--- config.mk ---
export PLATFORM = sky130hd
export DESIGN_NAME = flk_byte_fifo
export DESIGN_NICKNAME = d
export VERILOG_FILES = /design/src/rtl/flk_fifo_pkg.sv /design/src/rtl/flk_fifo_ram.sv /design/src/rtl/flk_fifo_ctrl.sv /design/src/rtl/flk_fifo_rdport.sv /design/src/rtl/flk_byte_fifo.sv
export SDC_FILE = /design/constraint.sdc
export NUM_CORES = 2
export LEC_CHECK = 0
export BUFFER_PORTS_ARGS = -buffer_cell sky130_fd_sc_hd__buf_2
export CAP_MARGIN = 20
export CORE_ASPECT_RATIO = 1.25
export CORE_MARGIN = 5
export CORE_UTILIZATION = 50
export DETAILED_ROUTE_END_ITERATION = 12
export PLACE_DENSITY = 0.65
export SYNTH_ARGS = -nofsm -noshare
export SYNTH_HDL_FRONTEND = slang
export SYNTH_SLANG_ARGS = --single-unit
--- constraint.sdc ---
create_clock -name clk -period 4.3 [get_ports clk]
set_clock_uncertainty 0.05 [all_clocks]
set_input_delay 0.215 -clock clk [delete_from_list [all_inputs] [get_ports clk]]
set_output_delay 0.215 -clock clk [all_outputs]
set_load 0.01 [all_outputs]
--- src/rtl/flk_fifo_pkg.sv ---
package flk_fifo_pkg;
  // byte count per stored word
  function automatic int unsigned lanes_of(input int unsigned word_w);
    return word_w / 8;
  endfunction
endpackage

--- src/rtl/flk_fifo_ram.sv ---
module flk_fifo_ram #(
  parameter int unsigned WORD_W = 32,
  parameter int unsigned DEPTH  = 64,
  localparam int unsigned AW    = $clog2(DEPTH)
) (
  input  logic              clk,
  input  logic              we,
  input  logic [AW-1:0]     waddr,
  input  logic [WORD_W-1:0] wdata,
  input  logic [AW-1:0]     raddr,
  output logic [WORD_W-1:0] rdata
);
  logic [WORD_W-1:0] mem [DEPTH];

  always_ff @(posedge clk) begin
    if (we) mem[waddr] <= wdata;
    rdata <= mem[raddr];
  end
endmodule

--- src/rtl/flk_fifo_ctrl.sv ---
module flk_fifo_ctrl #(
  parameter int unsigned DEPTH = 64,
  localparam int unsigned AW   = $clog2(DEPTH),
  localparam int unsigned LW   = $clog2(DEPTH + 1)
) (
  input  logic          clk,
  input  logic          rst,
  input  logic          flush,
  input  logic          wr_valid,
  input  logic          rd_strobe,
  input  logic          pop_req,
  output logic          pop,
  output logic          we,
  output logic [AW-1:0] waddr,
  output logic [AW-1:0] raddr,
  output logic          data_avail,
  output logic [LW-1:0] level,
  output logic          lost
);
  logic [AW-1:0] wr_ptr, rd_ptr;
  logic          full, empty, drop;

  assign full  = (level == LW'(DEPTH));
  assign empty = (level == '0);
  assign pop   = pop_req && !empty && !flush;
  assign we    = wr_valid && !flush && (!full || pop);
  assign drop  = wr_valid && !flush && full && !pop;
  assign waddr = wr_ptr;
  // read address looks past the word being removed
  assign raddr = pop ? rd_ptr + AW'(1) : rd_ptr;
  assign data_avail = pop ? (level > LW'(1)) : !empty;

  always_ff @(posedge clk) begin
    if (rst || flush) begin
      wr_ptr <= '0;
      rd_ptr <= '0;
      level  <= '0;
      lost   <= 1'b0;
    end else begin
      if (we)  wr_ptr <= wr_ptr + AW'(1);
      if (pop) rd_ptr <= rd_ptr + AW'(1);
      if (we && !pop)      level <= level + LW'(1);
      else if (pop && !we) level <= level - LW'(1);
      if (drop)           lost <= 1'b1;
      else if (rd_strobe) lost <= 1'b0;
    end
  end
endmodule

--- src/rtl/flk_fifo_rdport.sv ---
module flk_fifo_rdport
  import flk_fifo_pkg::*;
#(
  parameter int unsigned WORD_W = 32,
  localparam int unsigned NL    = lanes_of(WORD_W),
  localparam int unsigned SW    = $clog2(NL)
) (
  input  logic              clk,
  input  logic              rst,
  input  logic              flush,
  input  logic              rd_strobe,
  input  logic [SW-1:0]     rd_lane,
  input  logic              data_avail,
  input  logic [WORD_W-1:0] ram_word,
  output logic              pop_req,
  output logic [7:0]        rd_byte
);
  logic          armed;
  logic          valid_q;
  logic [SW-1:0] lane_q;
  logic [7:0]    lane_bytes [NL];

  assign pop_req = rd_strobe && (rd_lane == '0) && armed;

  always_ff @(posedge clk) begin
    if (rst || flush) begin
      armed   <= 1'b0;
      valid_q <= 1'b0;
      lane_q  <= '0;
    end else if (rd_strobe) begin
      armed   <= (rd_lane == SW'(NL - 1));
      valid_q <= data_avail;
      lane_q  <= rd_lane;
    end
  end

  for (genvar g = 0; g < NL; g++) begin : g_lane
    assign lane_bytes[g] = ram_word[8*g +: 8];
  end

  assign rd_byte = valid_q ? lane_bytes[lane_q] : 8'h00;
endmodule

--- src/rtl/flk_byte_fifo.sv ---
module flk_byte_fifo #(
  parameter int unsigned WORD_W = 32,
  parameter int unsigned DEPTH  = 64,
  localparam int unsigned AW    = $clog2(DEPTH),
  localparam int unsigned LW    = $clog2(DEPTH + 1),
  localparam int unsigned SW    = $clog2(WORD_W / 8)
) (
  input  logic              clk,
  input  logic              rst,
  input  logic              wr_valid,
  input  logic [WORD_W-1:0] wr_word,
  input  logic              rd_strobe,
  input  logic [SW-1:0]     rd_lane,
  input  logic              flush,
  output logic [7:0]        rd_byte,
  output logic [LW-1:0]     fill_level,
  output logic              lost_flag
);
  logic              pop_req, pop, we, data_avail;
  logic [AW-1:0]     waddr, raddr;
  logic [WORD_W-1:0] ram_word;

  flk_fifo_ctrl #(.DEPTH(DEPTH)) u_ctrl (
    .clk(clk), .rst(rst), .flush(flush), .wr_valid(wr_valid),
    .rd_strobe(rd_strobe), .pop_req(pop_req), .pop(pop), .we(we),
    .waddr(waddr), .raddr(raddr), .data_avail(data_avail),
    .level(fill_level), .lost(lost_flag)
  );

  flk_fifo_ram #(.WORD_W(WORD_W), .DEPTH(DEPTH)) u_ram (
    .clk(clk), .we(we), .waddr(waddr), .wdata(wr_word),
    .raddr(raddr), .rdata(ram_word)
  );

  flk_fifo_rdport #(.WORD_W(WORD_W)) u_rd (
    .clk(clk), .rst(rst), .flush(flush), .rd_strobe(rd_strobe),
    .rd_lane(rd_lane), .data_avail(data_avail), .ram_word(ram_word),
    .pop_req(pop_req), .rd_byte(rd_byte)
  );
endmodule

# Word-level counts from Yosys, hierarchy flattened
# Memory sizes are Yosys's and may differ from the RTL's. A register that Yosys moved wholly into a read port is not among the register bits.
# Index checks and enable logic that the tools add are counted.
# Widths: inputs -> output; s select.
[word_totals] regBits=24 mem_bits_rw=2048 input_bits=39 output_inout_bits=16 wordCells=50 mem_count=1
[classes] addsub=4 magnitude_cmp=2 n_eq_ne=2 muxes=12 bitwise_logic=1 n_reduce_logical=21
[mem_list] memory="u_ram.mem" words=64 width=32 read_ports=1 rd_ports_with_merged_regs=1 wr=1 line_no="flk_fifo_ram.sv:13" text="logic [WORD_W-1:0] mem [DEPTH];"
[ops] cell="$mux 8" count=3
[ops] cell="$bmux 8 s2" count=1
[ops] cell="$mux 7" count=2
[ops] cell="$add 6x1->6 const B" count=2
[ops] cell="$logic_and 1x1->1" count=10
[ops] cell="$add 7x1->7 const B" count=1
[ops] cell="$eq 7x7->1 const B" count=1
[ops] cell="$gt 7x1->1 const B" count=1
[ops] cell="$logic_not 7->1" count=1
[ops] cell="$sub 7x1->7 const B" count=1
[ops] cell="$mux 6" count=1
[ops] cell="$logic_not 1->1" count=5
[ops] cell="$mux 1" count=5
[ops] cell="$reduce_bool 2->1" count=2
[ops] cell="$ge 3x3->1 const B" count=1
[ops] cell="$not 2->3" count=1
[ops] cell="$eq 2x2->1 const B" count=1
[ops] cell="$logic_not 2->1" count=1
[ops] cell="$logic_or 1x1->1" count=2

# Logic depth before layout (Yosys ltp)
[depth] ltp_word=11 ltp_mapped=14 depth_no_buf=11

# By module
# Synthesis repeated with hierarchy kept, for this count alone.
[unflattened] cells_unflattened=3517 area_unflattened_um2=80223.2
[by_module_without_submodules] mod="flk_fifo_ram" n_inst=1 cells_each=3324 area_each_um2=78515.3 seq_area_each_um2=62139.6
[by_module_without_submodules] mod="flk_fifo_ctrl" n_inst=1 cells_each=149 area_each_um2=1293.7 seq_area_each_um2=400.4
[by_module_without_submodules] mod="flk_fifo_rdport" n_inst=1 cells_each=44 area_each_um2=414.1 seq_area_each_um2=80.1

# Worst setup path before layout
# Ideal clock, no wire load.
[synth_timing] kind="register to register" from="register u_ctrl.level[0]" to="memory u_ram.mem[63][0] (enable)" setup_time_ps=421 arrival_time_ps=3194 required_ps=3829 setup_slack_ps=635 stages_incl_launch_ff=8 n_path_buf=1 synth_period_minus_slack_ps=3665 cell_sequence="dfxtp_1 > inv_1 > ha_1 > a41oi_1 > and2_1 > nand3_1 > clkbuf_1 > nor2_1"
[synth_via] elab_chain_len=8 word_cells_on_any_way=10 classes_between="eq/ne (1); mux (2); reduce/logical (7)"
[synth_rtl] element="from (decl)" line_no="flk_fifo_ctrl.sv:17" text="output logic [LW-1:0] level,"
[synth_rtl] element="from (signal assigned)" line_no="flk_fifo_ctrl.sv:42" text="if (we && !pop) level <= level + LW'(1);"
[synth_rtl] element="from (signal assigned)" line_no="flk_fifo_ctrl.sv:43" text="else if (pop && !we) level <= level - LW'(1);"
[synth_rtl] element="$logic_not 7->1" line_no="flk_fifo_ctrl.sv:24" text="assign empty = (level == '0);"
[synth_rtl] element="$logic_not 1->1" line_no="flk_fifo_ctrl.sv:25" text="assign pop = pop_req && !empty && !flush;"
[synth_rtl] element="$logic_and 1x1->1 (2 in a row)" line_no="flk_fifo_ctrl.sv:25"
[synth_rtl] element="$logic_or 1x1->1 *" line_no="flk_fifo_ctrl.sv:26" text="assign we = wr_valid && !flush && (!full || pop);"
[synth_rtl] element="$logic_and 1x1->1 *" line_no="flk_fifo_ctrl.sv:26"
[synth_rtl] element="via u_ctrl.we" line_no="flk_fifo_ctrl.sv:13" text="output logic we,"
[synth_rtl] element="$mux 1 *" line_no="flk_fifo_ram.sv:16" text="if (we) mem[waddr] <= wdata;"
[synth_rtl] element="$mux 1 (not written as such) *" line_no="flk_fifo_ram.sv:16"
[synth_rtl] element="to (decl)" line_no="flk_fifo_ram.sv:13"
# The timed path passes the listed nets; every way through them passes the cells marked *.

# Final worst setup path
[layout_timing] from="register u_ctrl.level[1]" to="register u_ram.rdata[2] (read register of u_ram.mem)"
[layout_via] elab_chain_len=5
[layout_rtl] element="$logic_not 7->1" line_no="flk_fifo_ctrl.sv:24"
[layout_rtl] element="$logic_not 1->1" line_no="flk_fifo_ctrl.sv:25"
[layout_rtl] element="$logic_and 1x1->1 (2 in a row)" line_no="flk_fifo_ctrl.sv:25"
[layout_rtl] element="$mux 6" line_no="flk_fifo_ctrl.sv:30" text="assign raddr = pop ? rd_ptr + AW'(1) : rd_ptr;"
[layout_rtl] element="to (decl)" line_no="flk_fifo_ram.sv:11" text="output logic [WORD_W-1:0] rdata"
# Every way passes these cells.
# A chain may end at the register's enable or synchronous reset.

==> results by group <==
Clock tree
  • Worst-Skew Late Latency: 0.85 ns
  • Root buf cell: clkbuf_16
  • Clock transition at path regs: 0.06 ns
  • Maximum clock path buffer count: 3
  • Clock sinks: 2104
  • TritonCTS Buffers: 190
  • H-tree depth: 4
  • CTS tree: done

Floorplan
  • Core footprint: 0.165 sq mm
  • # IOs: 55
  • Die Ht: 465 um
  • Die width: 374 um
  • Rows: 167
  • Initial core utilization: 50.1%
  • Die area: 0.174 sq mm

Synthesis
  • Commonest cells in the netlist: edfxtp_1, nand2_1, mux2i_1, a21oi_1, o22ai_1
  • Asr flop ratio synth: 0%
  • Most common cell in the netlist: edfxtp_1
  • Seq/Total Area, Yosys: 75.6%
  • Yosys reg bits: 2104
  • EDFF count, synth: 2048
  • Mapped Area: 0.0829 sq mm
  • Syn Inst Count: 5372
  • Syn Area/Cell: 15.4 sq um
  • Post-synth top area cell: edfxtp_1
  • Synthesized Nets: 5417
  • Predominant post-synthesis flop cell: edfxtp_1
  • Largest cells by area after synthesis: edfxtp_1, mux2i_1, nand2_1
  • Synth top area share: 74.2%
  • Distinct cells, synth: 91
  • YS warnings: 0

Route
  • Initial DRC count: 6700
  • WL/cell: 31.1 um
  • First-pass DRT Iterations: 6
  • Final ANT Viol Nets: 0
  • Vias: 51438
  • DRC Markers: 0
  • Vias/cell: 6.37
  • Final wirelength: 251 mm

Global route
  • Number of global-route vias before repair: 49580
  • Initial antenna violation count: 18
  • Overflow after GRT: 0
  • First-pass GRT wire length: 357 mm
  • Largest net degree at the start of global routing: 68
  • Global Route Usage Sum: 28.3%

Timing
  • RSZ-0062 raised after global routing: false
  • Max transition margin: 28.5%
  • Slew Limit Fails: 0
  • Endpoints failing hold: 0
  • Hold_ws: 0.0140 ns
  • Final setup viols: 0
  • Period utilization: 96.5%
  • Minimum clock period: 4.15 ns
  • Actual slew at the worst max-slew pin: 1.07 ns
  • Max Freq: 0.241 GHz

Worst setup path
  • Worst Path Required: 4.93 ns
  • Crit Path Class: reg2reg
  • Crit Path Max Fanout: 17
  • Max stage delay on crit path: 0.96 ns
  • CP cell instances: inv_1 -> ha_1 -> nor2b_1 -> a211oi_1 -> buf_4 -> xnor2_2 -> buf_12 -> nand2_2 -> nor4_2 -> o31a_1 -> buf_12 -> a41oi_1
  • CP bufs+invs: 4
  • Worst setup SP type: flip-flop
  • Most common cell on crit path: buf_12
  • Slowest CP cell: nor4_2
  • Worst Setup End Kind: flip-flop
  • Crit path DAT: 4.78 ns
  • CP top delay family: simple AND/OR/NAND/NOR gates

Pwr
  • VDD IR max: 0.423 mV
  • Pwr dens: 416 mW/mm^2
  • Lkg Pwr: 0.0338 uW
  • Tot Pwr: 39900 uW

Outcome
  • Status: finished, final reports clean

Cells and area
  • Fin cells: 8078
  • Share of post-route cells with drive strength above 1: 15.3%
  • Reg area: 0.0626 sq mm
  • FILL cells: 12351
  • Fin util: 58.0%
  • Area of the multi-input gates: 0.0192 sq mm
  • Fin area: 0.0959 sq mm
  • Area delta synth->final: 15.7%
  • Final nets: 5761

Placed design
  • GP Congestion: 0.894
  • Placed Cells: 7682
  • Post-DP HPWL: 153 mm
  • Placed instance area: 0.0893 sq mm
  • Count of input and output buffers: 54

Hold path
  • Hold Crit Class: in2reg

Flow run
  • Max-cap check violation count: 0
registers in the layout, summed over array words and instances (netlist names):
name and flops:
u_ctrl.rd_ptr 6, u_ctrl.level 7, u_rd.valid_q 1, u_ctrl.lost 1, u_rd.lane_q 2, u_ram.mem 2048, u_rd.armed 1, u_ram.rdata 32
u_ctrl.waddr 6
routing by layer:
| metal | track usage, % | vias up | wire length, um |
|---|---|---|---|
| met3 | 5.36 | 589 | 24300 |
| met4 | 15.0 | 6 | 15300 |
| li1 | - | 21674 | - |
| met2 | 46.2 | 2973 | 120000 |
| met5 | 0 | - | 44 |
| met1 | 36.4 | 26196 | 91300 |
layout make-up:
type	count	share of cell area [%]
Antenna cell	5	0.0130
Clock buffer	249	5.31
Clock inverter	103	1.04
Inverter	8	0.0313
Multi-Input combinational cell	2908	20.0
Sequential cell	2104	65.3
Tap cell	2197	2.87
Timing Repair Buffer	504	5.37
layout by cell type, fill, tap and decap left out, drive strengths merged, types with 82 or more instances in the layout:
cell and instances:
edfxtp 2048, nand2 847, mux2i 509, buf 475, a21oi 313, clkbuf 249, o22ai 235, nor2 155
nand3 115, o221ai 110, nor4 98, clkinv 82
cell families after synthesis:
| group | Yosys count | share of synthesized area, % |
|---|---|---|
| AO/OA/AOI/OAI | 981 | 7.86 |
| flip-flops | 2104 | 75.6 |
| buffers and inverters | 360 | 2.15 |
| AND/OR/NAND/NOR | 1364 | 7.16 |
| adder cells (fa/ha/maj) | 6 | 0.0906 |
| multiplexers | 539 | 6.95 |
| XOR/XNOR | 18 | 0.222 |
report_power, final:
group | internal, uW | total, uW | switching, uW
combinational | 147 | 689 | 542
sequential | 22500 | 22500 | 24.5
clock | 9160 | 16700 | 7500
per-stage QoR:
step	worst slack, ns	TNS (ns)
2_1_floorplan	0.635	0
3_3_place_gp	-0.642	-3.31
3_5_place_dp	-0.357	-2.25
4_1_cts	0.0354	0
5_1_grt	0.00997	0
6_report	0.151	0
path summary, 6_finish.rpt:
kind                                       from                 to  slack, ns  cells past startpoint
worst max register to register  u_ctrl.level[1]     u_ram.rdata[2]       0.15                     12
worst min register to register      u_ctrl.lost        u_ctrl.lost       0.43                      2
worst min-delay path                wr_word[28]  u_ram.mem[44][28]       0.01                      2
worst max-delay path            u_ctrl.level[1]     u_ram.rdata[2]       0.15                     12
repair_timing:
| item | 4_1_cts | 5_1_grt |
|---|---|---|
| endpoints found under the setup margin | 17 | 10 |
| hold buffers | 29 | 0 |
| resized for setup | 6 | 10 |
| pin swaps | 2 | 1 |
| setup buffers | 7 | 3 |
| hold endpoints to repair | 507 | 0 |
No activity file was read; power rests on OpenSTA's default activity.
